<file path="src/rtl/scard_rx_pkg.sv">
package scard_rx_pkg;
  typedef enum logic [1:0] {
    RX_IDLE   = 2'd0,
    RX_FRAME  = 2'd1,
    RX_ERRSIG = 2'd2
  } rx_state_t;
endpackage

</file>
<file path="src/rtl/scard_line_sync.sv">
module scard_line_sync #(
  parameter int STAGES = 2
) (
  input  logic clk,
  input  logic rst,
  input  logic line_in,
  output logic line_s,
  output logic fall
);
  logic [STAGES-1:0] chain;
  logic              prev;

  generate
    for (genvar g = 0; g < STAGES; g++) begin : g_stage
      if (g == 0) begin : g_first
        always_ff @(posedge clk) begin
          if (rst) chain[0] <= 1'b1;
          else     chain[0] <= line_in;
        end
      end else begin : g_next
        always_ff @(posedge clk) begin
          if (rst) chain[g] <= 1'b1;
          else     chain[g] <= chain[g-1];
        end
      end
    end
  endgenerate

  always_ff @(posedge clk) begin
    if (rst) prev <= 1'b1;
    else     prev <= chain[STAGES-1];
  end

  assign line_s = chain[STAGES-1];
  assign fall   = prev & ~chain[STAGES-1];
endmodule

</file>
<file path="src/rtl/scard_enable_ctl.sv">
module scard_enable_ctl #(
  parameter int ETU_CLKS = 372
) (
  input  logic clk,
  input  logic rst,
  input  logic rx_req,
  input  logic tx_req,
  input  logic inv_conv,
  input  logic msb_first,
  output logic rx_on,
  output logic tx_on
);
  localparam int GW = $clog2(ETU_CLKS + 1);

  logic [GW-1:0] guard;
  logic [1:0]    cfg_q;
  logic [1:0]    cfg;
  logic          settled;

  assign cfg     = {inv_conv, msb_first};
  assign settled = (guard == GW'(ETU_CLKS));

  always_ff @(posedge clk) begin
    if (rst) begin
      guard <= '0;
      cfg_q <= cfg;
      rx_on <= 1'b0;
      tx_on <= 1'b0;
    end else begin
      cfg_q <= cfg;
      if (cfg != cfg_q)  guard <= '0;
      else if (!settled) guard <= guard + 1'b1;
      rx_on <= rx_req & ~tx_req & settled;
      tx_on <= tx_req & ~rx_req;
    end
  end


  excl_on_chk: assert property (@(posedge clk) disable iff (rst)
    !(rx_on && tx_on));

  both_req_chk: assert property (@(posedge clk) disable iff (rst)
    (rx_req && tx_req) |=> (!rx_on && !tx_on));

  guard_wait_chk: assert property (@(posedge clk) disable iff (rst)
    $rose(rx_on) |-> ($past(guard) == GW'(ETU_CLKS)));
endmodule

</file>
<file path="src/rtl/scard_frame_rx.sv">
module scard_frame_rx
  import scard_rx_pkg::*;
#(
  parameter int ETU_CLKS  = 372,
  parameter int DATA_BITS = 8
) (
  input  logic                 clk,
  input  logic                 rst,
  input  logic                 en,
  input  logic                 line_s,
  input  logic                 fall,
  input  logic                 inv_conv,
  input  logic                 msb_first,
  output logic                 frm_done,
  output logic [DATA_BITS-1:0] frm_byte,
  output logic                 frm_bad,
  output logic                 es_start,
  output logic                 err_drive
);
  localparam int CW       = $clog2(ETU_CLKS);
  localparam int SAMPLE   = ETU_CLKS / 2 - 1;
  localparam int LASTBIT  = DATA_BITS + 1;
  localparam int BW       = $clog2(DATA_BITS + 3);

  rx_state_t              state;
  logic [CW-1:0]          cnt;
  logic [BW-1:0]          bidx;
  logic [DATA_BITS-1:0]   sh;
  logic                   bad_q;
  logic                   lvl;
  logic                   at_sample;
  logic                   at_end;

  assign lvl       = line_s ^ inv_conv;
  assign at_sample = (cnt == CW'(SAMPLE));
  assign at_end    = (cnt == CW'(ETU_CLKS - 1));

  always_ff @(posedge clk) begin
    if (rst) begin
      state     <= RX_IDLE;
      cnt       <= '0;
      bidx      <= '0;
      sh        <= '0;
      bad_q     <= 1'b0;
      frm_done  <= 1'b0;
      frm_byte  <= '0;
      frm_bad   <= 1'b0;
      es_start  <= 1'b0;
      err_drive <= 1'b0;
    end else begin
      frm_done <= 1'b0;
      es_start <= 1'b0;
      unique case (state)
        RX_IDLE: begin
          err_drive <= 1'b0;
          if (en && fall) begin
            state <= RX_FRAME;
            cnt   <= '0;
            bidx  <= '0;
            bad_q <= 1'b0;
          end
        end
        RX_FRAME: begin
          if (!en) begin
            state <= RX_IDLE;
          end else begin
            if (at_end) cnt <= '0;
            else        cnt <= cnt + 1'b1;
            if (at_sample) begin
              if (bidx == BW'(0)) begin
                if (line_s) state <= RX_IDLE;
              end else if (bidx <= BW'(DATA_BITS)) begin
                if (msb_first) sh <= {sh[DATA_BITS-2:0], lvl};
                else           sh <= {lvl, sh[DATA_BITS-1:1]};
              end else begin
                frm_done <= 1'b1;
                frm_byte <= sh;
                frm_bad  <= (^sh) ^ lvl;
                bad_q    <= (^sh) ^ lvl;
              end
            end
            if (at_end) begin
              if (bidx == BW'(LASTBIT)) begin
                if (bad_q) begin
                  state     <= RX_ERRSIG;
                  err_drive <= 1'b1;
                  es_start  <= 1'b1;
                end else begin
                  state <= RX_IDLE;
                end
              end else begin
                bidx <= bidx + 1'b1;
              end
            end
          end
        end
        RX_ERRSIG: begin
          if (!en || at_end) begin
            state     <= RX_IDLE;
            err_drive <= 1'b0;
            cnt       <= '0;
          end else begin
            cnt <= cnt + 1'b1;
          end
        end
        default: state <= RX_IDLE;
      endcase
    end
  end


  sample_point_chk: assert property (@(posedge clk) disable iff (rst)
    frm_done |-> ($past(cnt) == CW'(SAMPLE)));

  errsig_len_chk: assert property (@(posedge clk) disable iff (rst)
    (state == RX_ERRSIG && at_end) |=> !err_drive);

  errsig_cause_chk: assert property (@(posedge clk) disable iff (rst)
    $rose(err_drive) |-> bad_q);

  idle_quiet_chk: assert property (@(posedge clk) disable iff (rst)
    (state == RX_IDLE) |-> !err_drive);
endmodule

</file>
<file path="src/rtl/scard_rx_flags.sv">
module scard_rx_flags #(
  parameter int DATA_BITS = 8
) (
  input  logic                 clk,
  input  logic                 rst,
  input  logic                 frm_done,
  input  logic [DATA_BITS-1:0] frm_byte,
  input  logic                 frm_bad,
  input  logic                 es_start,
  input  logic                 rd_ack,
  input  logic                 clr_parity,
  input  logic                 clr_overrun,
  input  logic                 clr_errsig,
  output logic [DATA_BITS-1:0] rx_data,
  output logic                 rx_valid,
  output logic                 parity_err,
  output logic                 overrun_err,
  output logic                 errsig_flag
);
  logic unread;

  always_ff @(posedge clk) begin
    if (rst) begin
      rx_data     <= '0;
      rx_valid    <= 1'b0;
      parity_err  <= 1'b0;
      overrun_err <= 1'b0;
      errsig_flag <= 1'b0;
      unread      <= 1'b0;
    end else begin
      rx_valid <= 1'b0;
      if (rd_ack)      unread      <= 1'b0;
      if (clr_parity)  parity_err  <= 1'b0;
      if (clr_overrun) overrun_err <= 1'b0;
      if (clr_errsig)  errsig_flag <= 1'b0;
      if (es_start)    errsig_flag <= 1'b1;
      if (frm_done) begin
        if (frm_bad) begin
          parity_err <= 1'b1;
        end else if (unread && !rd_ack) begin
          overrun_err <= 1'b1;
        end else begin
          rx_data  <= frm_byte;
          rx_valid <= 1'b1;
          unread   <= 1'b1;
        end
      end
    end
  end


  ovr_keep_chk: assert property (@(posedge clk) disable iff (rst)
    $rose(overrun_err) |-> $stable(rx_data));

  ovr_src_chk: assert property (@(posedge clk) disable iff (rst)
    $rose(overrun_err) |-> $past(frm_done));

  bad_hold_chk: assert property (@(posedge clk) disable iff (rst)
    (frm_done && frm_bad) |=> (!rx_valid && $stable(rx_data)));
endmodule

</file>
<file path="src/rtl/scard_rx.sv">
module scard_rx #(
  parameter int ETU_CLKS    = 372,
  parameter int DATA_BITS   = 8,
  parameter int SYNC_STAGES = 2
) (
  input  logic                 clk,
  input  logic                 rst,
  input  logic                 rx_line,
  input  logic                 rx_req,
  input  logic                 tx_req,
  input  logic                 inv_conv,
  input  logic                 msb_first,
  input  logic                 rd_ack,
  input  logic                 clr_parity,
  input  logic                 clr_overrun,
  input  logic                 clr_errsig,
  output logic                 rx_on,
  output logic                 tx_on,
  output logic [DATA_BITS-1:0] rx_data,
  output logic                 rx_valid,
  output logic                 parity_err,
  output logic                 overrun_err,
  output logic                 errsig_flag,
  output logic                 err_drive
);
  logic                 line_s;
  logic                 fall;
  logic                 frm_done;
  logic [DATA_BITS-1:0] frm_byte;
  logic                 frm_bad;
  logic                 es_start;

  scard_line_sync #(.STAGES(SYNC_STAGES)) u_sync (
    .clk(clk), .rst(rst), .line_in(rx_line), .line_s(line_s), .fall(fall)
  );

  scard_enable_ctl #(.ETU_CLKS(ETU_CLKS)) u_en (
    .clk(clk), .rst(rst), .rx_req(rx_req), .tx_req(tx_req),
    .inv_conv(inv_conv), .msb_first(msb_first),
    .rx_on(rx_on), .tx_on(tx_on)
  );

  scard_frame_rx #(.ETU_CLKS(ETU_CLKS), .DATA_BITS(DATA_BITS)) u_frame (
    .clk(clk), .rst(rst), .en(rx_on), .line_s(line_s), .fall(fall),
    .inv_conv(inv_conv), .msb_first(msb_first),
    .frm_done(frm_done), .frm_byte(frm_byte), .frm_bad(frm_bad),
    .es_start(es_start), .err_drive(err_drive)
  );

  scard_rx_flags #(.DATA_BITS(DATA_BITS)) u_flags (
    .clk(clk), .rst(rst), .frm_done(frm_done), .frm_byte(frm_byte),
    .frm_bad(frm_bad), .es_start(es_start), .rd_ack(rd_ack),
    .clr_parity(clr_parity), .clr_overrun(clr_overrun), .clr_errsig(clr_errsig),
    .rx_data(rx_data), .rx_valid(rx_valid), .parity_err(parity_err),
    .overrun_err(overrun_err), .errsig_flag(errsig_flag)
  );


  reset_quiet_chk: assert property (@(posedge clk)
    $past(rst) |-> (!rx_valid && !err_drive && !rx_on && !tx_on));
endmodule

</file>
<file path="config.mk">
export PLATFORM = sky130hd
export DESIGN_NAME = scard_rx
export DESIGN_NICKNAME = d
export VERILOG_FILES = /design/src/rtl/scard_rx_pkg.sv /design/src/rtl/scard_line_sync.sv /design/src/rtl/scard_enable_ctl.sv /design/src/rtl/scard_frame_rx.sv /design/src/rtl/scard_rx_flags.sv /design/src/rtl/scard_rx.sv
export SDC_FILE = /design/constraint.sdc
export NUM_CORES = 1
export LEC_CHECK = 0
export CORE_MARGIN = 2
export CORE_UTILIZATION = 60
export CTS_CLUSTER_DIAMETER = 100
export DETAILED_ROUTE_END_ITERATION = 10
export DONT_BUFFER_PORTS = 1
export HOLD_SLACK_MARGIN = 0.06
export PLACE_DENSITY_LB_ADDON = 0.15
export SETUP_SLACK_MARGIN = 0.05
export SYNTH_ARGS = -nofsm -noshare
export SYNTH_HDL_FRONTEND = slang
export SYNTH_SLANG_ARGS = --single-unit
</file>
<file path="constraint.sdc">
create_clock -name clk -period 2.6 [get_ports clk]
set_input_delay 0.52 -clock clk [delete_from_list [all_inputs] [get_ports clk]]
set_output_delay 0.52 -clock clk [all_outputs]
set_load 0.01 [all_outputs]
</file>
==> flow_summary_export.csv, run 1 <==
group,metric,value,unit
detailed_routing,wl,5340,um
clock_network,cts_tree,"done",
setup_path,crit_chain,"ha_1 -> and4bb_1 -> nand4_4 -> or4b_4 -> a211o_1 -> a21oi_2",
die,rows,25,
clock_network,numCtsBuffers,9,
setup_path,critPathKind,"reg -> reg",
outcome,status,"finished clean",
setup_path,path_buf_inv,0,
timing,timing.final.crit_period,2.12,ns
die,initial_core_util,0.631,
detailed_routing,drc_errors,0,
grt,grt_pass1_wl,9040,um
placement,place_inst,382,
clock_network,clock_latency,0.34,ns
final_layout,fill_cells,427,
timing,finClkSkew,0.00629,ns
yosys,syn_nets,349,
power_and_ir_drop,ir_drop,0.433,mV
yosys,synth-xor-area-share,0.0679,
power_and_ir_drop,clkPwrFrac,0.445,
clock_network,clkSinkCount,65,
setup_path,cp-endpoint,"u_frame.sh[0]",
setup_path,reg2reg_depth,6,
final_layout,syn_to_final_growth,7.00,%
power_and_ir_drop,pwr-share-seq,0.526,
yosys,synth_edf_count,0,
die,core-area,4820,um^2
setup_path,crit_path_start_kind,"flop",
detailed_routing,drtIter0Drc,155,
timing,tightest_slew,0.913,ns
yosys,syn-cell-area,3040,um^2
yosys,yosysWarnings,0,
die,pin_count,26,
timing,finalSetupViolCount,0,
die,die_area,5650,um^2
setup_path,cp-end-kind,"flop",
timing,relSlewSlack,0.389,
yosys,ys_ff_latch,65,
power_and_ir_drop,power,0.00192,W
power_and_ir_drop,cellPowerDensity,590,nW/um^2
setup_path,path_max_fanout,9,
detailed_routing,dr.pass1.iters,4,
setup_path,r2r_setup_slack,0.48,ns
yosys,yosys.area_share.simple,0.239,
power_and_ir_drop,p_comb_frac,0.029,
setup_path,max_stage_delay,0.66,ns
clock_network,post-cts-setup-buffers,0,
setup_path,crit_cells,6,
timing,final.setup.tns,0,ns
detailed_routing,wire_per_inst,13.4,um
timing,final_hold_viol_count,0,
power_and_ir_drop,switchingPower,0.000420,W
clock_network,cts_root_buf,"clkbuf_8",
final_layout,finish.utilization,0.675,
grt,antenna_found_initial,0,
grt,grt_overflow_total,0,
final_layout,final_cells,398,
setup_path,reg2reg_from,"u_frame.cnt[0]",
yosys,yosys.cell_types.count,50,
clock_network,clockBufferDepth,2,
yosys,synthAdderAreaFrac,0.0453,
clock_network,cts_max_level,3,
yosys,synthMuxAreaShare,0.101,
yosys,avgSynthCellArea,9.29,um^2
final_layout,antenna_cells,0,
power_and_ir_drop,power_leakage,1.20,nW
placement,dpl.hpwl,3750,um
yosys,synth_top_family_by_area,"simple AND/OR/NAND/NOR gates",
final_layout,multi_input_area,1600,um^2
setup_path,cpMaxStageDelayCell,"or4b_4",
timing,finalCritPeriodShare,0.815,
final_layout,drive_above_1_share,0.0997,
clock_network,clk_pin_slew_worst_paths,0.07,ns
yosys,synthArstFlopShare,0,
clock_network,holdBufCountCts,0,
setup_path,crit_required,2.88,ns
power_and_ir_drop,power.share.switching,0.219,
run,drv_cap,0,
die,die_w,75.2,um
yosys,synth-compound-area-share,0.0737,
timing,rsz0062_at_grt,"false",
final_layout,nets,348,
detailed_routing,viasPerCell,5.54,
yosys,seq_area_frac_synth,0.428,
setup_path,crit_family,"simple AND/OR/NAND/NOR gates",
setup_path,startpoint,"u_frame.cnt[0]",
detailed_routing,drtAntennaViolNets,0,
placement,io_buffers,0,
setup_path,rr_endpoint,"u_frame.sh[0]",
min_path,holdPathStages,0,
die,die_h,75.2,um
timing,slew_violations,0,
timing,clock.fmax,472,MHz
grt,grt_pass1_vias,1978,
yosys,synth_cells,327,
clock_network,cts_resized,0,
final_layout,final-seq-area,1300,um^2
grt,grt_max_degree,45,
placement,place.gp.congestion,0.804,
yosys,synthFlopType,"dfxtp_1",
min_path,hold_class,"in -> reg",
power_and_ir_drop,p_int,0.00150,W
detailed_routing,vias,2206,
grt,grt_usage,0.214,
setup_path,arrival,2.39,ns
==> cells by family after synthesis <==
family | after synthesis
multiplexers | 30
buffers and inverters | 26
adder cells (fa/ha/maj) | 11
AND/OR/NAND/NOR | 137
XOR/XNOR | 22
AO/OA/AOI/OAI | 36
flip-flops | 65
==> metrics by stage <==
step,worst slack [ns],hold WS [ns],area (um^2)
2_1_floorplan,0.575,0.389,3040
3_3_place_gp,0.529,0.394,3050
3_5_place_dp,0.504,0.398,3050
4_1_cts,0.481,0.185,3250
5_1_grt,0.321,0.181,3250
6_report,0.481,0.207,3250
==> state kept, by name, indices dropped and copies added, names as in the netlist <==
signal / cells
u_flags.rx_valid: 1
u_frame.frm_byte: 8
u_flags.unread: 1
u_flags.overrun_err: 1
u_frame.bidx: 4
u_flags.rx_data: 8
u_flags.parity_err: 1
u_sync.prev: 1
u_sync.line_s: 1
u_frame.err_drive: 1
u_sync.chain: 1
u_frame.frm_bad: 1
u_frame.cnt: 9
u_en.tx_on: 1
u_frame.sh: 8
u_frame.state: 2
u_frame.frm_done: 1
u_flags.errsig_flag: 1
u_en.cfg_q: 2
u_frame.es_start: 1
u_frame.bad_q: 1
u_en.rx_on: 1
u_en.guard: 9
==> worst min path at each step <==
stage                                to  slack (ns)       startpoint
after floorplan           u_sync.line_s        0.39  u_sync.chain[0]
after global placement    u_sync.line_s        0.39  u_sync.chain[0]
after detailed placement  u_sync.line_s        0.40  u_sync.chain[0]
after CTS                 u_en.cfg_q[1]        0.19         inv_conv
after global routing      u_en.cfg_q[1]        0.18         inv_conv
final                     u_en.cfg_q[0]        0.21        msb_first
==> layer usage <==
metal  track usage  vias up  part of all wire
met5             0        -                 0
met1         0.284     1016              0.47
met2         0.323       48              0.46
li1              -     1134                 -
met3        0.0776        8             0.060
met4        0.0780        0             0.016
==> cells in the mapped netlist (all sizes together), types with 3 or more instances <==
library cell  number  area, um^2
and3b              3        26.3
nand3             14        70.1
nor2b              3        18.8
nand2             15        56.3
buf                6        61.3
ha                11         138
mux2               6        67.6
mux2i             24         240
clkbuf             8        30.0
nor2              53         199
xnor2             20         175
inv               12        45.0
or3                3        18.8
o21ai              8        40.0
or2                3        18.8
nor3               8        40.0
a21oi             15        78.8
nand4              7        58.8
nor3b              4        30.0
nand2b             3        18.8
dfxtp             65        1300
nor4               8        50.1
==> power by group through the flow <==
stage | clock network [W] | logic (W) | registers (W)
6_report | 0.000854 | 0.0000548 | 0.00101
4_1_cts | 0.000881 | 0.0000553 | 0.00101
3_3_place_gp | 0 | 0.0000535 | 0.00103
3_5_place_dp | 0 | 0.0000545 | 0.00103
5_1_grt | 0.000920 | 0.0000619 | 0.00101
2_1_floorplan | 0 | 0.0000592 | 0.00103
==> final cells by class <==
class | instances | share of cell area
Tap cell | 67 | 0.0258
Sequential cell | 65 | 0.400
Clock buffer | 10 | 0.0423
Clock inverter | 6 | 0.0208
Multi-Input combinational cell | 236 | 0.492
Timing Repair Buffer | 2 | 0.00462
Inverter | 12 | 0.0139
==> cells in the final DEF (no fill, tap or decap), drive strengths merged, types with 2 or more instances in the layout <==
| cell type | instances |
|---|---|
| clkinv | 3 |
| mux2 | 6 |
| mux2i | 24 |
| dfxtp | 65 |
| a21oi | 15 |
| nand3 | 14 |
| nor3b | 4 |
| nor2 | 53 |
| and3b | 3 |
| and2 | 2 |
| nand4 | 7 |
| o21ai | 8 |
| ha | 11 |
| buf | 2 |
| or3 | 3 |
| clkbuf | 10 |
| xnor2 | 20 |
| nor3 | 8 |
| nor4 | 8 |
| a21o | 2 |
| nand2 | 15 |
| or2 | 3 |
| clkinvlp | 2 |
| o21a | 2 |
| inv | 12 |
| and4bb | 2 |
| nand2b | 3 |
| a21boi | 2 |
| nor2b | 3 |
Power figures use the tool's default switching activity.
==> run 2: changes to the inputs <==
Settings changed: CORE_UTILIZATION 60 to 56.
Clock period 2.6 ns to 1.85 ns, I/O delays scaled along.
==> flow_summary_export.csv, run 2 (synthesized netlist as in run 1, its figures left out) <==
group,metric,value,unit
clock_network,clk_pin_slew_worst_paths,0.07,ns
detailed_routing,dr.pass1.iters,4,
clock_network,cts_tree,"done",
timing,timing.final.crit_period,1.82,ns
clock_network,clkSinkCount,65,
clock_network,cts_max_level,3,
grt,grt_pass1_wl,10200,um
timing,rsz0062_at_grt,"true",
min_path,hold_class,"in -> reg",
final_layout,antenna_cells,0,
final_layout,fill_cells,391,
setup_path,crit_path_start_kind,"flop",
clock_network,cts_root_buf,"clkbuf_8",
die,core-area,5170,um^2
placement,place.gp.congestion,0.850,
die,die_area,6030,um^2
detailed_routing,drtIter0Drc,81,
die,rows,26,
power_and_ir_drop,power.share.switching,0.209,
timing,finClkSkew,0.00643,ns
die,die_w,77.7,um
timing,tightest_slew,0.379,ns
die,initial_core_util,0.588,
detailed_routing,drc_errors,0,
grt,grt_usage,0.215,
final_layout,final-seq-area,1310,um^2
outcome,status,"finished clean",
clock_network,clockBufferDepth,2,
grt,grt_pass1_vias,2277,
setup_path,path_max_fanout,8,
placement,dpl.hpwl,4020,um
detailed_routing,wire_per_inst,14.4,um
placement,dp_slack,0.0176,ns
grt,antenna_found_initial,0,
power_and_ir_drop,power_leakage,1.38,nW
power_and_ir_drop,switchingPower,0.000583,W
detailed_routing,vias,2378,
final_layout,nets,377,
power_and_ir_drop,p_comb_frac,0.035,
setup_path,crit_required,2.08,ns
timing,final_hold_viol_count,0,
power_and_ir_drop,clkPwrFrac,0.457,
timing,finalCritPeriodShare,0.986,
power_and_ir_drop,pwr-share-seq,0.508,
power_and_ir_drop,p_int,0.00221,W
final_layout,final_common_cell,"dfxtp_1",
grt,grt_overflow_total,0,
grt,grt_max_degree,45,
final_layout,reg_top3,"u_en.guard x9, u_frame.cnt x9",
timing,final.setup.tns,0,ns
final_layout,drive_above_1_share,0.233,
final_layout,multi_input_area,1710,um^2
clock_network,clock_latency,0.34,ns
power_and_ir_drop,ir_drop,0.634,mV
final_layout,syn_to_final_growth,19.3,%
final_layout,design_area,3620,um^2
power_and_ir_drop,power,0.00280,W
detailed_routing,wl,6190,um
placement,placed_area,3220,um^2
timing,relSlewSlack,0.747,
run,drv_cap,0,
setup_path,arrival,2.06,ns
setup_path,cp-end-kind,"flop",
final_layout,mostFrequentLayoutCells,"59 x dfxtp_1, 53 x nor2_1, 26 x buf_4, 24 x mux2i_1, 20 x xnor2_1",
detailed_routing,viasPerCell,5.53,
placement,io_buffers,0,
timing,finalSetupViolCount,0,
timing,whs,0.0983,ns
timing,clock.fmax,548,MHz
die,die_h,77.7,um
setup_path,critPathKind,"reg -> reg",
timing,slew_violations,0,
power_and_ir_drop,cellPowerDensity,772,nW/um^2
clock_network,numCtsBuffers,9,
die,pin_count,26,
timing,layout_setup_ws,0.0252,ns
detailed_routing,drtAntennaViolNets,0,
run 2: changes by cell type in the layout (fill, tap and decap cells not counted), sizes merged:
cell,delta
bufinv,+1
clkinvlp,-1
dlygate4sd3,+2
buf,+27
run 2: critical path, stage by stage, from the launching register on:
cell and delay, ns:
dfxtp_2 0.34, inv_2 0.06, ha_4 0.11, and4bb_2 0.26, nand4_4 0.08, or4b_4 0.52
buf_12 0.16, mux2i_1 0.14, nor2_1 0.06
run 2: worst paths after layout:
kind                        start       endpoint  slack (ns)  depth (start not counted)
setup / recovery   u_frame.cnt[1]  u_frame.sh[2]        0.03                          8
hold / removal                rst  u_frame.sh[0]         0.1                          1
setup reg to reg   u_frame.cnt[1]  u_frame.sh[2]        0.03                          8
hold reg to reg   u_sync.chain[0]  u_sync.line_s        0.41                          1
run 2: what timing repair did:
item | 4_1_cts | 5_1_grt
hold buffers | 2 | 0
endpoints found under the setup margin | 12 | 34
pin swaps | 0 | 4
cloned | 0 | 1
resized for setup | 3 | 29
endpoints found under the hold margin | 2 | 0
buffers inserted | 3 | 3
run 2: per-stage QoR:
step | util | cells
after CTS | 0.673 | 426
after global placement | 0.623 | 405
final | 0.701 | 430
after global routing | 0.701 | 430
after detailed placement | 0.623 | 405
after floorplan | - | 327
run 2: layout make-up:
class / count / share of cell area
Sequential cell: 65 / 0.362
Inverter: 12 / 0.0124
Clock buffer: 10 / 0.0352
Timing Repair Buffer: 31 / 0.0711
Multi-Input combinational cell: 236 / 0.473
Clock inverter: 6 / 0.0228
Tap cell: 70 / 0.0242
run 2: power by group through the flow:
stage | combinational [W] | sequential, W | clock (W)
2_1_floorplan | 0.0000836 | 0.00145 | 0
4_1_cts | 0.0000890 | 0.00142 | 0.00132
3_3_place_gp | 0.0000802 | 0.00145 | 0
5_1_grt | 0.000109 | 0.00142 | 0.00137
6_report | 0.0000980 | 0.00142 | 0.00128
3_5_place_dp | 0.0000810 | 0.00145 | 0
run 2: layer usage:
metal | track usage | wire [um] | up-vias
met1 | 0.270 | 2880 | 1130
met2 | 0.336 | 2930 | 51
met5 | 0 | 0 | -
met3 | 0.0686 | 332 | 4
met4 | 0.0964 | 47 | 0
li1 | - | - | 1193
==> run 3: changes to the inputs <==
Settings changed: CORE_UTILIZATION 56 to 60, RECOVER_POWER set to 25.
Clock period 1.85 ns to 2.17 ns, I/O delays scaled along.
==> flow_summary_export.csv, run 3 (synthesized netlist as in run 1, its figures left out) <==
group,metric,value,unit
timing,clock.fmax,500,MHz
placement,place.gp.congestion,0.853,
timing,timing.final.crit_period,2.00,ns
grt,antenna_found_initial,0,
clock_network,clockBufferDepth,2,
power_and_ir_drop,power_leakage,1.23,nW
detailed_routing,wl,5490,um
setup_path,crit_family,"simple AND/OR/NAND/NOR gates",
clock_network,holdBufCountCts,0,
timing,final.setup.tns,0,ns
detailed_routing,vias,2218,
power_and_ir_drop,cellPowerDensity,684,nW/um^2
clock_network,cts_max_level,3,
setup_path,crit_path_start_kind,"flop",
power_and_ir_drop,ir_drop,0.475,mV
clock_network,clock_latency,0.34,ns
final_layout,final_common_cell,"dfxtp_1",
min_path,hold_start,"msb_first",
final_layout,mostFrequentLayoutCells,"65 x dfxtp_1, 53 x nor2_1, 24 x mux2i_1, 20 x xnor2_1",
grt,grt_overflow_total,0,
final_layout,reg_top3,"u_en.guard x9, u_frame.cnt x9",
detailed_routing,viasPerCell,5.48,
detailed_routing,drtAntennaViolNets,0,
final_layout,fill_cells,420,
setup_path,crit_cells,7,
clock_network,clkSinkCount,65,
setup_path,path_max_fanout,6,
die,initial_core_util,0.631,
detailed_routing,dr.pass1.iters,4,
grt,grt_pass1_vias,1869,
die,rows,25,
final_layout,nets,355,
placement,place_inst,388,
outcome,status,"finished clean",
timing,finalCritPeriodShare,0.922,
min_path,holdPathStages,0,
setup_path,crit_required,2.41,ns
setup_path,r2r_setup_slack,0.17,ns
final_layout,finish.utilization,0.684,
setup_path,crit_chain,"ha_1 -> and4bb_1 -> nand4_4 -> or4b_4 -> buf_4 -> mux2i_1 -> nor2_1",
timing,finClkSkew,0.00706,ns
timing,final_hold_viol_count,0,
placement,io_buffers,0,
die,pin_count,26,
die,die_w,75.2,um
setup_path,reg2reg_from,"u_frame.cnt[0]",
detailed_routing,drtIter0Drc,134,
setup_path,arrival,2.24,ns
detailed_routing,drc_errors,0,
setup_path,path_buf_inv,1,
final_layout,syn_to_final_growth,8.48,%
die,core-area,4820,um^2
placement,dpl.hpwl,3840,um
grt,grt_max_degree,45,
timing,slew_violations,0,
timing,tightest_slew,0.426,ns
power_and_ir_drop,power,0.00225,W
die,die_h,75.2,um
run,drv_cap,0,
detailed_routing,wire_per_inst,13.6,um
timing,finalSetupViolCount,0,
clock_network,cts_root_buf,"clkbuf_8",
setup_path,reg2reg_depth,7,
clock_network,numCtsBuffers,9,
grt,grt_usage,0.206,
final_layout,final_cells,405,
final_layout,drive_above_1_share,0.118,
die,die_area,5650,um^2
timing,relSlewSlack,0.713,
setup_path,cp-end-kind,"flop",
min_path,hold_class,"in -> reg",
setup_path,max_stage_delay,0.54,ns
timing,rsz0062_at_grt,"false",
final_layout,antenna_cells,0,
clock_network,clk_pin_slew_worst_paths,0.07,ns
setup_path,cpMaxStageDelayCell,"or4b_4",
setup_path,rr_endpoint,"u_frame.sh[4]",
min_path,min_to,"u_en.cfg_q[0]",
clock_network,cts_tree,"done",
setup_path,critPathKind,"reg -> reg",
grt,grt_pass1_wl,8700,um
==> run 3: cell types whose count changed in the layout (fill, tap and decap cells not counted), sizes merged <==
| cell | previous run | this run |
|---|---|---|
| buf | 29 | 9 |
| clkbuf | 10 | 11 |
| bufinv | 2 | 1 |
| dlygate4sd3 | 2 | 0 |
==> run 3: area by class of cell <==
cell class,count,area (um^2),share of cell area
clock buffers,11,131,0.0398
well taps,67,83.8,0.0254
clock inverters,5,56.3,0.0171
multi-input cells,236,1610,0.489
inverters,12,45.0,0.0137
repair buffers,9,67.6,0.0205
flip-flops and latches,65,1300,0.395
==> run 3: routing by layer <==
layer  vias up  track usage  part of all wire
met3         9       0.0790             0.049
met1      1019        0.286              0.51
li1       1151            -                 -
met4         0       0.0819             0.015
met2        39        0.289              0.43
met5         -            0                 0
==> run 3: what timing repair did <==
action | in CTS | in global routing
buffers inserted | 0 | 1
endpoints found under the hold margin | 0 | 0
endpoints found under the setup margin | 0 | 7
gates resized for setup | 0 | 2
==> run 3: metrics by stage <==
step	hold slack [ns]	setup slack [ns]	area (um^2)
2_1_floorplan	0.389	0.145	3040
3_3_place_gp	0.403	0.157	3090
3_5_place_dp	0.409	0.102	3090
4_1_cts	0.0975	0.0857	3280
5_1_grt	0.0912	0.0560	3300
6_report	0.115	0.169	3300
==> run 3: power breakdown <==
group | internal [W] | leakage [nW] | switching, W | total [W]
registers | 0.00120 | 0.525 | 0.00000863 | 0.00121
clock network | 0.000529 | 0.0933 | 0.000447 | 0.000975
logic | 0.0000332 | 0.614 | 0.0000348 | 0.0000679
total | 0.00176 | 1.23 | 0.000490 | 0.00225
==> run 3: how the worst max path moves through the flow <==
stage                         from            end  slack [ns]
floorplan           u_frame.cnt[0]  u_frame.sh[0]        0.14
global placement    u_frame.cnt[0]  u_frame.sh[3]        0.16
detailed placement  u_frame.cnt[0]  u_frame.sh[4]        0.10
CTS                 u_frame.cnt[0]  u_frame.sh[4]        0.09
global route        u_frame.cnt[0]  u_frame.sh[4]        0.06
finish              u_frame.cnt[0]  u_frame.sh[4]        0.17
==> run 3: worst reg2reg max path, cell delays in order, from the launching register on <==
cell and delay, ns:
dfxtp_1 0.39, ha_1 0.16, and4bb_1 0.27, nand4_4 0.15, or4b_4 0.54, buf_4 0.18, mux2i_1 0.15, nor2_1 0.05
